File: src/rtl/uart_rb_pkg.sv
package uart_rb_pkg;
  localparam int unsigned DW = 8;

  typedef enum logic [2:0] {
    A_DATA = 3'd0,
    A_IER  = 3'd1,
    A_ISR  = 3'd2,
    A_LCR  = 3'd3,
    A_MCR  = 3'd4,
    A_WIN  = 3'd5,
    A_MSR  = 3'd6,
    A_SPR  = 3'd7
  } host_addr_e;

  localparam logic [DW-1:0] X_ACR = 8'h00;
  localparam logic [DW-1:0] X_CPR = 8'h01;
  localparam logic [DW-1:0] X_TCR = 8'h02;
  localparam logic [DW-1:0] X_CKS = 8'h03;
  localparam logic [DW-1:0] X_CKA = 8'h04;
  localparam logic [DW-1:0] X_RFL = 8'h05;
  localparam logic [DW-1:0] X_TFL = 8'h06;
  localparam logic [DW-1:0] X_CSR = 8'h07;
  localparam logic [DW-1:0] X_GID = 8'h08;
  localparam logic [DW-1:0] X_DID = 8'h09;
  localparam logic [DW-1:0] X_OPT = 8'h0A;

  localparam logic [DW-1:0] DLL_RST  = 8'h01;
  localparam logic [DW-1:0] CPR_RST  = 8'h20;
  localparam logic [DW-1:0] GID_VAL  = 8'h01;
  localparam logic [DW-1:0] DID_VAL  = 8'h02;
  localparam logic [DW-1:0] LCR_LOCK = 8'hBF;
  localparam int unsigned   ACR_RDEN = 6;
  localparam int unsigned   OPT_SRST = 7;
  localparam int unsigned   LCR_DLAB = 7;
  localparam int unsigned   LCR_BRK  = 6;

  typedef struct packed {
    logic dll;
    logic dlm;
    logic ier;
    logic fcr;
    logic lcr;
    logic mcr;
    logic win;
    logic spr;
    logic tx;
    logic rx;
  } hstrobe_t;
endpackage

File: src/rtl/uart_rb_decode.sv
module uart_rb_decode
  import uart_rb_pkg::*;
(
  input  logic [2:0] addr_i,
  input  logic       wr_i,
  input  logic       rd_i,
  input  logic       dlab_i,
  input  logic       lock_i,
  output hstrobe_t   stb_o
);
  host_addr_e a;
  assign a = host_addr_e'(addr_i);

  always_comb begin
    stb_o     = '0;
    stb_o.dll = wr_i && a == A_DATA && dlab_i;
    stb_o.tx  = wr_i && a == A_DATA && !dlab_i;
    stb_o.rx  = rd_i && a == A_DATA && !dlab_i;
    stb_o.dlm = wr_i && a == A_IER && dlab_i;
    stb_o.ier = wr_i && a == A_IER && !dlab_i;
    stb_o.fcr = wr_i && a == A_ISR;
    stb_o.lcr = wr_i && a == A_LCR;
    stb_o.mcr = wr_i && a == A_MCR;
    stb_o.win = wr_i && a == A_WIN && !lock_i;
    stb_o.spr = wr_i && a == A_SPR;
  end
endmodule

File: src/rtl/uart_rb_sync.sv
module uart_rb_sync #(
  parameter int unsigned W      = 4,
  parameter int unsigned STAGES = 2,
  parameter logic [W-1:0] RST_VAL = '1
) (
  input  logic         clk_i,
  input  logic         rst_ni,
  input  logic [W-1:0] d_i,
  output logic [W-1:0] q_o
);
  logic [W-1:0] stg [STAGES];

  for (genvar s = 0; s < STAGES; s++) begin : g_stage
    always_ff @(posedge clk_i or negedge rst_ni) begin
      if (!rst_ni) stg[s] <= RST_VAL;
      else if (s == 0) stg[s] <= d_i;
      else stg[s] <= stg[(s == 0) ? 0 : s-1];
    end
  end

  assign q_o = stg[STAGES-1];
endmodule

File: src/rtl/uart_rb_ext.sv
module uart_rb_ext
  import uart_rb_pkg::*;
#(
  parameter int unsigned LEVEL_W = 7
) (
  input  logic               clk_i,
  input  logic               rst_ni,
  input  logic               we_i,
  input  logic [DW-1:0]      off_i,
  input  logic [DW-1:0]      wdata_i,
  input  logic [LEVEL_W-1:0] rfl_i,
  input  logic [LEVEL_W-1:0] tfl_i,
  output logic [DW-1:0]      rdata_o,
  output logic               rd_en_o,
  output logic [DW-1:0]      cpr_o,
  output logic [DW-1:0]      cks_o,
  output logic               soft_rst_o
);
  localparam int unsigned PAD = DW - LEVEL_W;

  logic [DW-1:0] acr_q, cpr_q, tcr_q, cks_q, cka_q, opt_q;

  // both software reset triggers act on the edge of the triggering write
  assign soft_rst_o = we_i && ((off_i == X_CSR && wdata_i == '0) ||
                               (off_i == X_OPT && wdata_i[OPT_SRST]));

  always_ff @(posedge clk_i or negedge rst_ni) begin
    if (!rst_ni) begin
      acr_q <= '0;
      cpr_q <= CPR_RST;
      tcr_q <= '0;
      opt_q <= '0;
    end else if (soft_rst_o) begin
      acr_q <= '0;
      cpr_q <= CPR_RST;
      tcr_q <= '0;
      opt_q <= '0;
    end else if (we_i) begin
      case (off_i)
        X_ACR:   acr_q <= wdata_i;
        X_CPR:   cpr_q <= wdata_i;
        X_TCR:   tcr_q <= wdata_i;
        X_OPT:   opt_q <= wdata_i;
        default: ;
      endcase
    end
  end

  // clock source selections survive software reset
  always_ff @(posedge clk_i or negedge rst_ni) begin
    if (!rst_ni) begin
      cks_q <= '0;
      cka_q <= '0;
    end else if (we_i) begin
      if (off_i == X_CKS) cks_q <= wdata_i;
      if (off_i == X_CKA) cka_q <= wdata_i;
    end
  end

  always_comb begin
    case (off_i)
      X_ACR:   rdata_o = acr_q;
      X_CPR:   rdata_o = cpr_q;
      X_TCR:   rdata_o = tcr_q;
      X_CKS:   rdata_o = cks_q;
      X_CKA:   rdata_o = cka_q;
      X_RFL:   rdata_o = {{PAD{1'b0}}, rfl_i};
      X_TFL:   rdata_o = {{PAD{1'b0}}, tfl_i};
      X_GID:   rdata_o = GID_VAL;
      X_DID:   rdata_o = DID_VAL;
      X_OPT:   rdata_o = opt_q;
      default: rdata_o = '0;
    endcase
  end

  assign rd_en_o = acr_q[ACR_RDEN];
  assign cpr_o   = cpr_q;
  assign cks_o   = cks_q;
endmodule

File: src/rtl/uart_regbank.sv
module uart_regbank
  import uart_rb_pkg::*;
#(
  parameter int unsigned LEVEL_W     = 7,
  parameter int unsigned MODEM_W     = 4,
  parameter int unsigned SYNC_STAGES = 2
) (
  input  logic               clk_i,
  input  logic               rst_ni,
  input  logic [2:0]         addr_i,
  input  logic               wr_i,
  input  logic               rd_i,
  input  logic [7:0]         wdata_i,
  output logic [7:0]         rdata_o,
  input  logic [7:0]         rx_data_i,
  input  logic               rx_ready_i,
  input  logic               thr_empty_i,
  input  logic               tsr_empty_i,
  input  logic               irq_i,
  input  logic [LEVEL_W-1:0] rfl_i,
  input  logic [LEVEL_W-1:0] tfl_i,
  input  logic [MODEM_W-1:0] modem_ni,
  input  logic               tx_serial_i,
  output logic               tx_wr_o,
  output logic               rx_rd_o,
  output logic               sout_o,
  output logic               dtr_o,
  output logic               rts_o,
  output logic [15:0]        divisor_o,
  output logic [7:0]         prescale_o,
  output logic [7:0]         clk_sel_o,
  output logic [7:0]         line_ctl_o,
  output logic [7:0]         fifo_ctl_o,
  output logic [7:0]         int_en_o
);
  localparam int unsigned MSR_PAD = DW - MODEM_W;

  logic [DW-1:0] dll_q, dlm_q, ier_q, fcr_q, lcr_q, mcr_q, spr_q;
  logic [DW-1:0] ext_rdata, lsr;
  logic [MODEM_W-1:0] modem_sync;
  logic       dlab, lock, ext_rd_en, soft_rst, win_rd;
  hstrobe_t   stb;

  assign dlab = lcr_q[LCR_DLAB];
  assign lock = (lcr_q == LCR_LOCK);

  uart_rb_decode u_decode (
    .addr_i (addr_i),
    .wr_i   (wr_i),
    .rd_i   (rd_i),
    .dlab_i (dlab),
    .lock_i (lock),
    .stb_o  (stb)
  );

  uart_rb_ext #(.LEVEL_W(LEVEL_W)) u_ext (
    .clk_i      (clk_i),
    .rst_ni     (rst_ni),
    .we_i       (stb.win),
    .off_i      (spr_q),
    .wdata_i    (wdata_i),
    .rfl_i      (rfl_i),
    .tfl_i      (tfl_i),
    .rdata_o    (ext_rdata),
    .rd_en_o    (ext_rd_en),
    .cpr_o      (prescale_o),
    .cks_o      (clk_sel_o),
    .soft_rst_o (soft_rst)
  );

  uart_rb_sync #(.W(MODEM_W), .STAGES(SYNC_STAGES), .RST_VAL('1)) u_modem_sync (
    .clk_i  (clk_i),
    .rst_ni (rst_ni),
    .d_i    (modem_ni),
    .q_o    (modem_sync)
  );

  always_ff @(posedge clk_i or negedge rst_ni) begin
    if (!rst_ni) begin
      dll_q <= DLL_RST;
      dlm_q <= '0;
      ier_q <= '0;
      fcr_q <= '0;
      lcr_q <= '0;
      mcr_q <= '0;
      spr_q <= '0;
    end else if (soft_rst) begin
      dll_q <= DLL_RST;
      dlm_q <= '0;
      ier_q <= '0;
      fcr_q <= '0;
      lcr_q <= '0;
      mcr_q <= '0;
      spr_q <= '0;
    end else begin
      if (stb.dll) dll_q <= wdata_i;
      if (stb.dlm) dlm_q <= wdata_i;
      if (stb.ier) ier_q <= wdata_i;
      if (stb.fcr) fcr_q <= wdata_i;
      if (stb.lcr) lcr_q <= wdata_i;
      if (stb.mcr) mcr_q <= wdata_i;
      if (stb.spr) spr_q <= wdata_i;
    end
  end

  assign lsr    = {1'b0, thr_empty_i & tsr_empty_i, thr_empty_i, 4'b0000, rx_ready_i};
  assign win_rd = ext_rd_en && !lock;

  always_comb begin
    case (host_addr_e'(addr_i))
      A_DATA:  rdata_o = dlab ? dll_q : rx_data_i;
      A_IER:   rdata_o = dlab ? dlm_q : ier_q;
      A_ISR:   rdata_o = {7'b0, ~irq_i};
      A_LCR:   rdata_o = lcr_q;
      A_MCR:   rdata_o = mcr_q;
      A_WIN:   rdata_o = win_rd ? ext_rdata : lsr;
      A_MSR:   rdata_o = {~modem_sync, {MSR_PAD{1'b0}}};
      default: rdata_o = spr_q;
    endcase
  end

  assign tx_wr_o    = stb.tx;
  assign rx_rd_o    = stb.rx;
  assign sout_o     = tx_serial_i & ~lcr_q[LCR_BRK];
  assign dtr_o      = ~mcr_q[0];
  assign rts_o      = ~mcr_q[1];
  assign divisor_o  = {dlm_q, dll_q};
  assign line_ctl_o = lcr_q;
  assign fifo_ctl_o = fcr_q;
  assign int_en_o   = ier_q;
endmodule

File: config.mk
export PLATFORM = sky130hd
export DESIGN_NAME = uart_regbank
export DESIGN_NICKNAME = d
export VERILOG_FILES = /design/src/rtl/uart_rb_pkg.sv /design/src/rtl/uart_rb_decode.sv /design/src/rtl/uart_rb_sync.sv /design/src/rtl/uart_rb_ext.sv /design/src/rtl/uart_regbank.sv
export SDC_FILE = /design/constraint.sdc
export NUM_CORES = 1
export LEC_CHECK = 0
export BUFFER_PORTS_ARGS = -buffer_cell sky130_fd_sc_hd__buf_2
export CORE_MARGIN = 1
export CORE_UTILIZATION = 60
export CTS_CLUSTER_DIAMETER = 120
export DETAILED_ROUTE_END_ITERATION = 10
export GPL_TIMING_DRIVEN = 0
export HOLD_SLACK_MARGIN = 0.03
export PLACE_DENSITY = 0.84
export SYNTH_ARGS = -nofsm -noshare
export SYNTH_HDL_FRONTEND = slang
export SYNTH_SLANG_ARGS = --single-unit
File: constraint.sdc
create_clock -name clk_i -period 6.2 [get_ports clk_i]
set_clock_uncertainty 0.1 [all_clocks]
set_input_delay 0.31 -clock clk_i [delete_from_list [all_inputs] [get_ports clk_i]]
set_output_delay 0.31 -clock clk_i [all_outputs]
set_load 0.02 [all_outputs]
### Yosys cells after proc, flatten, opt, wreduce, memory -nomap -nowiden

Cells that the tools add are included.

| word-level totals | value |
|---|---|
| register bits | 112 |
| bits of input ports | 46 |
| output and inout port bits | 69 |

| cells by class | value |
|---|---|
| eq/ne operators | 18 |
| mux-type cells | 31 |
| bitwise gates (word level) | 7 |
| reductions and logical operators | 42 |

Operators with widths:

| kind | number |
|---|---|
| $mux 8 | 29 |
| $pmux 8 s10 | 1 |
| $pmux 8 s7 | 1 |
| $eq 8x3->1 const B | 4 |
| $eq 8x4->1 const B | 3 |
| $reduce_bool 2->1 | 12 |
| $logic_and 1x1->1 | 18 |
| $eq 8x2->1 const B | 2 |
| $logic_not 8->1 | 2 |
| $eq 3x3->1 const B | 4 |
| $reduce_and 2->1 | 6 |
| $eq 8x1->1 const B | 1 |
| $eq 8x8->1 const B | 1 |
| $eq 3x2->1 const B | 2 |
| $not 1->1 | 4 |
| $not 4->4 | 1 |
| $eq 3x1->1 const B | 1 |
| $logic_not 3->1 | 1 |
| $and 1x1->1 | 2 |
| $logic_not 1->1 | 2 |
| $logic_or 1x1->1 | 1 |

### Longest topological paths before layout

Gate-level depths: netlist of run 1.

| depth | value |
|---|---|
| word-level depth | 6 |
| mapped depth | 7 |
| depth with buffers taken out | 5 |

### Modules after synthesis

Synthesis of run 1 repeated with hierarchy kept, for this count alone.

| unflattened totals | value |
|---|---|
| cell total of the unflattened synthesis | 569 |
| area, all modules | 6115.9 µm² |

Modules (own cells, without submodules):

| module | instances | cells an instance | area each (µm²) | sequential area each (µm²) |
|---|---|---|---|---|
| uart_regbank | 1 | 283 | 2912.8 | 1402.6 |
| uart_rb_ext | 1 | 258 | 2856.5 | 1202.4 |
| uart_rb_sync | 1 | 12 | 240.2 | 210.2 |
| uart_rb_decode | 1 | 16 | 106.4 | 0.0 |

### Worst setup path after synthesis of run 1

Ideal clock, no wire load.

| timing path | value |
|---|---|
| path type | register -> output |
| start | reg spr_q[5] |
| end | out rdata_o[2] |
| arrival time | 2.020 ns |
| data required time | 5.790 ns |
| setup slack | 3.770 ns |
| cell stages (with the launch flop) | 6 |
| path buffers | 1 |
| path through | dfrtp_1 > nor4_4 > clkbuf_1 > nand2_1 > o211a_1 > a211oi_1 |

| on the way | value |
|---|---|
| longest elaborated chain between the ends | 4 |
| elaborated cells between the ends (all ways) | 13 |
| classes of those cells | 9 x eq/ne; 3 x mux; 1 x reduce/logical |

RTL lines:

| what | RTL line | source |
|---|---|---|
| start: declaration | uart_regbank.sv:38 | `logic [DW-1:0] dll_q, dlm_q, ier_q, fcr_q, lcr_q, mcr_q, spr_q;` |
| start signal: assignment | uart_regbank.sv:102 | `if (stb.spr) spr_q <= wdata_i;` |
| $eq 8x4->1 (tied with other cells) | uart_rb_ext.sv:61 | `case (off_i)` |
| $pmux 8 s10 * | uart_rb_ext.sv:61 |  |
| $mux 8 * | uart_regbank.sv:116 | `A_WIN: rdata_o = win_rd ? ext_rdata : lsr;` |
| $pmux 8 s7 * | uart_regbank.sv:110 | `case (host_addr_e'(addr_i))` |
| end: declaration | uart_regbank.sv:14 | `output logic [7:0] rdata_o,` |

Mark *: on every way between the ends. The rest lies on a longest branch, timed or not.

### Final worst setup path of run 1

| timing path | value |
|---|---|
| start | reg spr_q[5] |
| end | out rdata_o[4] |

The elaborated chain is that of the path after synthesis.

==> results of run 1 <==
[how the worst max path moves through the flow]
stage	to	slack (ns)
3_5_place_dp	rdata_o[0]	3.39
2_1_floorplan	rdata_o[2]	3.77
3_3_place_gp	rdata_o[4]	3.40
4_1_cts	rdata_o[4]	2.98
6_report	rdata_o[4]	2.92
5_1_grt	rdata_o[4]	2.84
[kinds of logic (layout without fill, tap and decap cells)]
| group | Yosys count | in the layout | share of synthesized area |
|---|---|---|---|
| AOI/OAI and AO/OA | 117 | 117 | 0.140 |
| and+or+nand+nor | 167 | 167 | 0.146 |
| DFF | 112 | 112 | 0.486 |
| muxes | 83 | 83 | 0.181 |
| buffers and inverters | 62 | 196 | 0.0462 |
[synthesized netlist by cell type, types with 3 or more instances]
cell type  number  area (um2)
or3_1           3        18.8
nand2_1        44         165
mux2_2         13         146
buf_2          22         110
a22oi_1         8        60.1
clkbuf_1       18        67.6
inv_1          19        71.3
a31oi_1         4        25.0
a221oi_1        4        35.0
nand2b_1        3        18.8
nor2_1         47         176
a21oi_1        28         140
a21o_1          6        45.0
o211ai_1        3        22.5
o22ai_1         4        25.0
nor2b_1        10        62.6
o21ai_0        19        95.1
mux2_4          8         120
mux2i_1        49         490
a32oi_1         4        35.0
a22o_1         21         184
dfstp_2        10         263
mux4_2         13         293
and3_1          9        56.3
nand3_1        24         120
dfrtp_1       102        2550
and2_1          3        18.8
[report_power, final]
| part | internal [mW] | switching (mW) | total (mW) |
|---|---|---|---|
| registers | 0.855 | 0.103 | 0.958 |
| logic | 0.249 | 0.403 | 0.652 |
| clock network | 0.161 | 0.256 | 0.417 |
| total | 1.27 | 0.761 | 2.03 |
[area by class of cell]
cell class                 instances  area share
multi-input combinational        367       0.400
buffer                            43      0.0290
inverter                          19      0.0105
clock buffer                      11      0.0209
tap                              129      0.0238
timing repair buffer             118      0.0946
clock inverter                     5     0.00591
sequential                       112       0.416
[metrics by stage]
step                      worst slack [ns]  cells  instance area (um2)  utilization
after global placement                3.40    782                 6510        0.702
after floorplan                       3.77    541                 5790            -
after global routing                  2.84    804                 6780        0.730
after detailed placement              3.39    783                 6540        0.705
final                                 2.92    804                 6780        0.730
after CTS                             2.98    804                 6780        0.730
[metal layers]
| layer | up-vias | track usage |
|---|---|---|
| met5 | - | 0 |
| met4 | 0 | 0.139 |
| met3 | 46 | 0.0989 |
| met2 | 334 | 0.558 |
| met1 | 2534 | 0.504 |
| li1 | 2209 | - |
[repair_timing]
item,in CTS,in global routing
buffers inserted,0,0
endpoints found under the setup margin,0,0
hold endpoints to repair,52,0
resized for setup,0,0
hold buffers,5,0
==> flow_summary.yaml, run 1 <==
drt:
  routed_wirelength_mm: 17.7
  top_layer_used: "met4"
  wl_met1_mm: 7.04
  dr_wl_met2_mm: 8.34
  drt_pass1_iterations: 5
  drt-initial-drc-count: 473
  ant_nets: 0
  vias: 5123
  post_drt_wl_per_cell_um: 22.0
  routed_via_density: 6.37
  drc_errors: 0
  wl_met3_mm: 1.89
timing:
  max_slew.worst_pin.slew_ns: 0.937
  setup-tns-final_ns: 0
  post-route-period-util: 0.529
  clock.fmax_mhz: 305
  maxSlewHeadroom: 0.372
  min_period_ns: 3.28
  hold_viol: 0
  setup_viol: 0
  final_max_slew_viol_count: 0
  hold_ws_ns: 0.133
  rsz0062_at_grt: "no"
global_routing:
  track_usage: 0.366
  grt_start_max_net_pins: 58
  grt_pass1_vias: 4961
  grt_pass1_wl_mm: 27.4
  grt_overflow: 0
  grt_antenna_before_repair: 0
synthesis:
  yosys_warnings: 0
  ys_seq_area_frac: 0.486
  synth_area_per_cell_um2: 10.7
  synth_edf_count: 0
  synth.distinct_cells: 59
  async_flop_share: 1.00
  synth_cells: 541
  synth_flop_cell: "dfrtp_1"
  syn-num-nets: 587
  ys_seq_elements: 112
  syn-cell-area_um2: 5790
die:
  initial_core_util: 0.624
  dieArea_um2: 10100
  rows: 35
  die_w_um: 100
  core_area_um2: 9280
  die_y_um: 100
  boundaryPins: 115
layout:
  layout_common_cells: "133 x buf_2, 102 x dfrtp_1, 49 x mux2i_1"
  syn_to_final_growth_pct: 17.0
  fillers: 701
  seq_area_um2: 2820
  final_common_cell: "buf_2"
  multi_input_area_um2: 2710
  layout-drive-gt1-share: 0.308
  diodes: 0
  nets: 716
worst_setup_path:
  path_delay_family: "simple AND/OR/NAND/NOR gates"
  end_kind: "output port"
  r2r-end: "int_en_o[4]$_DFFE_PN0P_"
  cp.arrival_ns: 2.87
  start_kind: "register"
  path_class: "reg -> out"
  worst-path-stages: 6
  cp-startpoint: "spr_q[5]$_DFFE_PN0P_"
  path_cells: "nor4_4, o211a_1, nor3b_1, o21ai_0, a21oi_1, buf_2"
  worstRegToRegCells: 6
  regToRegStartpoint: "spr_q[5]$_DFFE_PN0P_"
  critical_path.max_stage_delay_ns: 0.55
  critPathRequiredTime_ns: 5.79
  crit_slowest_cell: "nor4_4"
  r2r_slack_ns: 3.73
  worst-path-buf-inv: 1
  path_max_fanout: 8
outcome:
  outcome: "finished, final reports clean"
placement:
  dp_hpwl_mm: 12.4
  gp_congestion: 1.01
  port_buffers: 112
clock_tree:
  clkLatencyLatePin_ns: 0.38
  cts_root_buf: "clkbuf_8"
  cts.reportedPaths.clkPinSlew_ns: 0.11
  ctsHtreeMaxLevel: 3
  cts_max_path_buffers: 2
  cts_tree: "done"
  numClockSinks: 112
  cts_buffers: 9
worst_hold_path:
  holdPathStages: 2
  min_to: "u_ext.cpr_o[1]$_DFFE_PN0P_"
  min_path_type: "in -> reg"
  min_from: "wdata_i[1]"
power_and_ir_drop:
  total_power_mw: 2.03
  leakage_nw: 3.32
  ir_drop_mv: 0.251
  p_per_area_nw_per_um2: 299
run:
  maxCapViolations: 0
Power figures use the tool's default switching activity.
==> inputs of run 2 (changes only) <==
--- a/config.mk
+++ b/config.mk
@@ -7,12 +7,12 @@
 export LEC_CHECK = 0
 export BUFFER_PORTS_ARGS = -buffer_cell sky130_fd_sc_hd__buf_2
 export CORE_MARGIN = 1
-export CORE_UTILIZATION = 60
+export CORE_UTILIZATION = 50
 export CTS_CLUSTER_DIAMETER = 120
 export DETAILED_ROUTE_END_ITERATION = 10
 export GPL_TIMING_DRIVEN = 0
 export HOLD_SLACK_MARGIN = 0.03
-export PLACE_DENSITY = 0.84
+export PLACE_DENSITY = 0.74
 export SYNTH_ARGS = -nofsm -noshare
 export SYNTH_HDL_FRONTEND = slang
 export SYNTH_SLANG_ARGS = --single-unit
==> constraint.sdc (replaced) <==
create_clock -name clk_i -period 2.9 [get_ports clk_i]
set_clock_uncertainty 0.1 [all_clocks]
set_input_delay 0.145 -clock clk_i [delete_from_list [all_inputs] [get_ports clk_i]]
set_output_delay 0.145 -clock clk_i [all_outputs]
set_load 0.02 [all_outputs]
==> run 2 against run 1 <==
  * Power increased by 130%
  * Clock power increased to 2.9 times the previous value
  * Cell count increased by 1.7%
  * Global-route usage decreased by 5.1 points
  * Clock-buffer cell count increased by 2
  * Combinational power increased by 110%
  * Register-to-register slack got worse by 3.3 ns
==> flow_summary.yaml, run 2 (synthesis gave the netlist of run 1 again) <==
clock_tree:
  ctsHtreeMaxLevel: 3
  cts_tree: "done"
  cts.reportedPaths.clkPinSlew_ns: 0.07
  numClockSinks: 112
  clkLatencyLatePin_ns: 0.36
  cts_root_buf: "clkbuf_16"
  cts_buffers: 9
  cts_max_path_buffers: 2
layout:
  diodes: 0
  layout_common_cells: "130 x buf_2, 102 x dfrtp_1, 49 x mux2i_1"
  nets: 719
  final_common_cell: "buf_2"
  layout-drive-gt1-share: 0.313
  syn_to_final_growth_pct: 20.0
die:
  initial_core_util: 0.523
  die_y_um: 110
  dieArea_um2: 12000
  core_area_um2: 11100
  boundaryPins: 115
  rows: 38
  die_w_um: 110
power_and_ir_drop:
  leakage_nw: 3.40
  p_clk_frac: 0.261
  seqPwrFrac: 0.440
  p_per_area_nw_per_um2: 671
  p_sw_mw: 1.65
  power.share.combinational: 0.299
  p_sw_frac: 0.355
  p_int_mw: 3.01
  ir_drop_mv: 0.352
worst_setup_path:
  path_max_fanout: 8
  regToRegStartpoint: "spr_q[5]$_DFFE_PN0P_"
  worst-path-buf-inv: 1
  cp-startpoint: "spr_q[5]$_DFFE_PN0P_"
  crit_slowest_cell: "nor4_4"
  path_class: "reg -> out"
  start_kind: "register"
  path_delay_family: "simple AND/OR/NAND/NOR gates"
  critical_path.max_stage_delay_ns: 0.54
  end_kind: "output port"
  path_cells: "nor4_4, and3b_1, a22oi_1, a211o_1, a31oi_1, buf_2"
  cp.arrival_ns: 2.59
  critPathRequiredTime_ns: 2.65
placement:
  gp_congestion: 0.979
  port_buffers: 112
  dp_hpwl_mm: 12.4
  dp_slack_ns: 0.353
run:
  maxCapViolations: 0
outcome:
  outcome: "finished, final reports clean"
timing:
  min_period_ns: 2.83
  post-route-period-util: 0.977
  setup-tns-final_ns: 0
  maxSlewHeadroom: 0.351
  hold_viol: 0
  max_slew.worst_pin.slew_ns: 0.968
  clock.fmax_mhz: 353
  rsz0062_at_grt: "no"
  setup_viol: 0
  fin_ws_ns: 0.0665
  final_max_slew_viol_count: 0
drt:
  drt_pass1_iterations: 5
  ant_nets: 0
  routed_via_density: 6.17
  vias: 5049
  routed_wirelength_mm: 17.8
  drc_errors: 0
  drt-initial-drc-count: 516
  post_drt_wl_per_cell_um: 21.7
global_routing:
  grt_pass1_vias: 4902
  grt_overflow: 0
  grt_antenna_before_repair: 0
  grt_start_max_net_pins: 60
  grt_pass1_wl_mm: 27.5
  track_usage: 0.315
worst_hold_path:
  min_path_type: "in -> reg"
  min_from: "wdata_i[2]"
[run 2: repair_timing]
action	in CTS	in global routing
cloned	0	0
setup endpoints to repair	2	5
hold buffers	7	0
pin swaps	0	1
endpoints found under the hold margin	55	0
gates resized for setup	2	7
setup buffers	0	1
[run 2: power by group through the flow]
stage / clock, mW / sequential, mW / combinational [mW]
finish: 1.22 / 2.05 / 1.39
global placement: 0 / 2.06 / 1.33
global route: 1.29 / 2.08 / 1.49
CTS: 1.23 / 2.05 / 1.37
floorplan: 0 / 2.21 / 0.690
detailed placement: 0 / 2.07 / 1.35
[run 2: path summary, 6_finish.rpt]
path / end / slack [ns] / cells past startpoint
setup / recovery: rdata_o[5] / 0.07 / 6
hold / removal: u_ext.cpr_o[2]$_DFFE_PN0P_ / 0.02 / 2
setup reg to reg: spr_q[1]$_DFFE_PN0P_ / 0.41 / 6
hold reg to reg: u_modem_sync.q_o[1]$_DFF_PN1_ / 0.26 / 0
max in group asynchronous: u_ext.cpr_o[5]$_DFFE_PN1P_ / 1.64 / 3
min in group asynchronous: fifo_ctl_o[1]$_DFFE_PN0P_ / 0.29 / 2
[run 2: stage by stage]
stage | cell area [um2] | hold WS (ns) | total power [mW] | util | std cells
after floorplan | 5790 | -0.251 | 2.90 | - | 541
after global placement | 6530 | 0.151 | 3.38 | 0.589 | 793
after detailed placement | 6560 | 0.141 | 3.42 | 0.592 | 794
after CTS | 6920 | 0.0301 | 4.64 | 0.625 | 817
after global routing | 6950 | 0.0372 | 4.86 | 0.627 | 818
final | 6950 | 0.0243 | 4.66 | 0.627 | 818
[run 2: cell type report]
cell class | count | area (um2)
repair buffers | 121 | 668
plain buffers | 43 | 205
fillers | 923 | 4130
flip-flops and latches | 112 | 2820
inverters | 19 | 71.3
clock buffers | 13 | 260
clock inverters | 3 | 23.8
well taps | 140 | 175
multi-input cells | 367 | 2730
[run 2: routing by layer]
| layer | share of wire | up-vias | wire length (um) | track usage |
|---|---|---|---|---|
| met5 | 0 | - | 0 | 0 |
| met4 | 0.029 | 0 | 513 | 0.140 |
| li1 | - | 2221 | - | - |
| met1 | 0.41 | 2482 | 7310 | 0.442 |
| met3 | 0.10 | 41 | 1800 | 0.0658 |
| met2 | 0.46 | 305 | 8130 | 0.472 |
==> inputs of run 3 (changes only) <==
--- a/config.mk
+++ b/config.mk
@@ -6,7 +6,7 @@
 export NUM_CORES = 1
 export LEC_CHECK = 0
 export BUFFER_PORTS_ARGS = -buffer_cell sky130_fd_sc_hd__buf_2
-export CORE_MARGIN = 1
+export CORE_MARGIN = 2
 export CORE_UTILIZATION = 50
 export CTS_CLUSTER_DIAMETER = 120
 export DETAILED_ROUTE_END_ITERATION = 10
==> run 3 against run 2 <==
  * Register-to-register slack better by 0.03 ns
  * Sequential share of layout area hardly changed
  * Utilization is 1.6 points lower
  * Hold slack better by 0.021 ns
  * Critical path depth stayed put
  * Global-route usage is 1.8 points lower
  * Via count is 0.67% higher
  * Flip-flop and latch count stayed put
  * Sequential power hardly changed
  * Critical path type unchanged
  * Largest cell class unchanged
==> flow_summary.yaml, run 3 (synthesis gave the netlist of run 1 again) <==
outcome:
  outcome: "finished, final reports clean"
die:
  boundaryPins: 115
  die_y_um: 112
  rows: 39
  initial_core_util: 0.509
  die_w_um: 112
  core_area_um2: 11400
  dieArea_um2: 12500
drt:
  routed_wirelength_mm: 18.2
  vias: 5083
  post_drt_wl_per_cell_um: 22.1
  drt-initial-drc-count: 402
  routed_via_density: 6.18
  ant_nets: 0
  drc_errors: 0
  drt_pass1_iterations: 5
clock_tree:
  numClockSinks: 112
  cts_root_buf: "clkbuf_16"
  cts_tree: "done"
  cts_max_path_buffers: 2
  cts.reportedPaths.clkPinSlew_ns: 0.08
  clkLatencyLatePin_ns: 0.36
  ctsHtreeMaxLevel: 3
  cts_buffers: 9
timing:
  hold_viol: 0
  rsz0062_at_grt: "yes"
  fin_ws_ns: 0.100
  maxSlewHeadroom: 0.399
  max_slew.worst_pin.slew_ns: 0.897
  post-route-period-util: 0.966
  min_period_ns: 2.80
  setup-tns-final_ns: 0
  setup_viol: 0
  final_max_slew_viol_count: 0
  clock.fmax_mhz: 357
worst_setup_path:
  path_class: "reg -> out"
  path_common_cell: "buf_2"
  path_max_fanout: 10
  cp.arrival_ns: 2.56
  worst-path-buf-inv: 3
  critPathRequiredTime_ns: 2.65
  path_cells: "buf_2, buf_2, mux4_2, a221oi_2, a31oi_1, buf_2"
  start_kind: "register"
  end_kind: "output port"
  path_delay_family: "buffers and inverters"
  crit_slowest_cell: "mux4_2"
  critical_path.max_stage_delay_ns: 0.57
layout:
  layout-drive-gt1-share: 0.312
  nets: 720
  final_common_cell: "buf_2"
  fillers: 962
  diodes: 0
  postLayoutCoreUtil: 0.611
  final_area_um2: 6950
  syn_to_final_growth_pct: 20.0
  finalNonFillerCells: 822
  seq_area_um2: 2820
  multi_input_area_um2: 2730
  layout_common_cells: "129 x buf_2, 101 x dfrtp_1, 49 x mux2i_1"
placement:
  dp.cells: 797
  port_buffers: 112
  dpl_cell_area_um2: 6560
  dp_hpwl_mm: 13.0
  gp_congestion: 0.933
  dp_slack_ns: 0.212
global_routing:
  grt_pass1_wl_mm: 28.6
  grt_pass1_vias: 5063
  grt_antenna_before_repair: 0
  grt_overflow: 0
  grt_start_max_net_pins: 66
  track_usage: 0.297
power_and_ir_drop:
  ir_drop_mv: 0.465
  p_per_area_nw_per_um2: 668
  leakage_nw: 3.40
worst_hold_path:
  min_path_type: "in -> reg"
run:
  maxCapViolations: 0
-- run 3: per-layer routing --
metal	wire (um)	GRT usage	part of all wire	up-vias
met4	556	0.100	0.031	0
met3	1750	0.0664	0.096	46
met1	7650	0.423	0.42	2511
li1	-	-	-	2234
met2	8240	0.453	0.45	292
met5	0	0	0	-
-- run 3: worst paths after layout --
kind	start	endpoint	slack (ns)	cells past startpoint
worst min-delay path	wdata_i[0]	u_ext.cka_q[0]$_DFFE_PN0P_	0.05	2
worst max register to register	spr_q[2]$_DFFE_PN0P_	mcr_q[0]$_DFFE_PN0P_	0.44	7
worst max-delay path	line_ctl_o[7]$_DFFE_PN0P_	rdata_o[0]	0.1	6
max in group asynchronous	rst_ni	u_ext.cpr_o[5]$_DFFE_PN1P_	1.57	3
min in group asynchronous	rst_ni	u_ext.opt_q[1]$_DFFE_PN0P_	0.35	2
worst min register to register	u_modem_sync.stg[7]$_DFF_PN1_	u_modem_sync.q_o[3]$_DFF_PN1_	0.26	0
-- run 3: repair_timing --
| item | in CTS | in global routing |
|---|---|---|
| hold buffers | 8 | 0 |
| setup endpoints to repair | 5 | 6 |
| setup buffers | 0 | 1 |
| pin swaps | 0 | 1 |
| gates resized for setup | 3 | 6 |
| hold endpoints to repair | 69 | 0 |
-- run 3: through the flow --
stage / power (mW) / hold slack [ns]
6_report: 4.64 / 0.0458
5_1_grt: 4.86 / 0.0528
4_1_cts: 4.63 / 0.0322
3_5_place_dp: 3.43 / 0.152
3_3_place_gp: 3.39 / 0.150
2_1_floorplan: 2.90 / -0.251
-- run 3: power breakdown --
group          leakage [nW]  total [mW]  switching, mW  internal [mW]
clock network         0.137        1.18          0.593          0.590
registers              1.38        2.05          0.224           1.83
logic                  1.88        1.40          0.856          0.548
-- run 3: area by class of cell --
cell class / count / share of cell area
timing repair buffer: 122 / 0.0976
inverter: 19 / 0.0103
tap: 143 / 0.0257
multi-input combinational: 367 / 0.392
buffer: 43 / 0.0297
clock buffer: 10 / 0.0329
clock inverter: 6 / 0.00648
sequential: 112 / 0.405
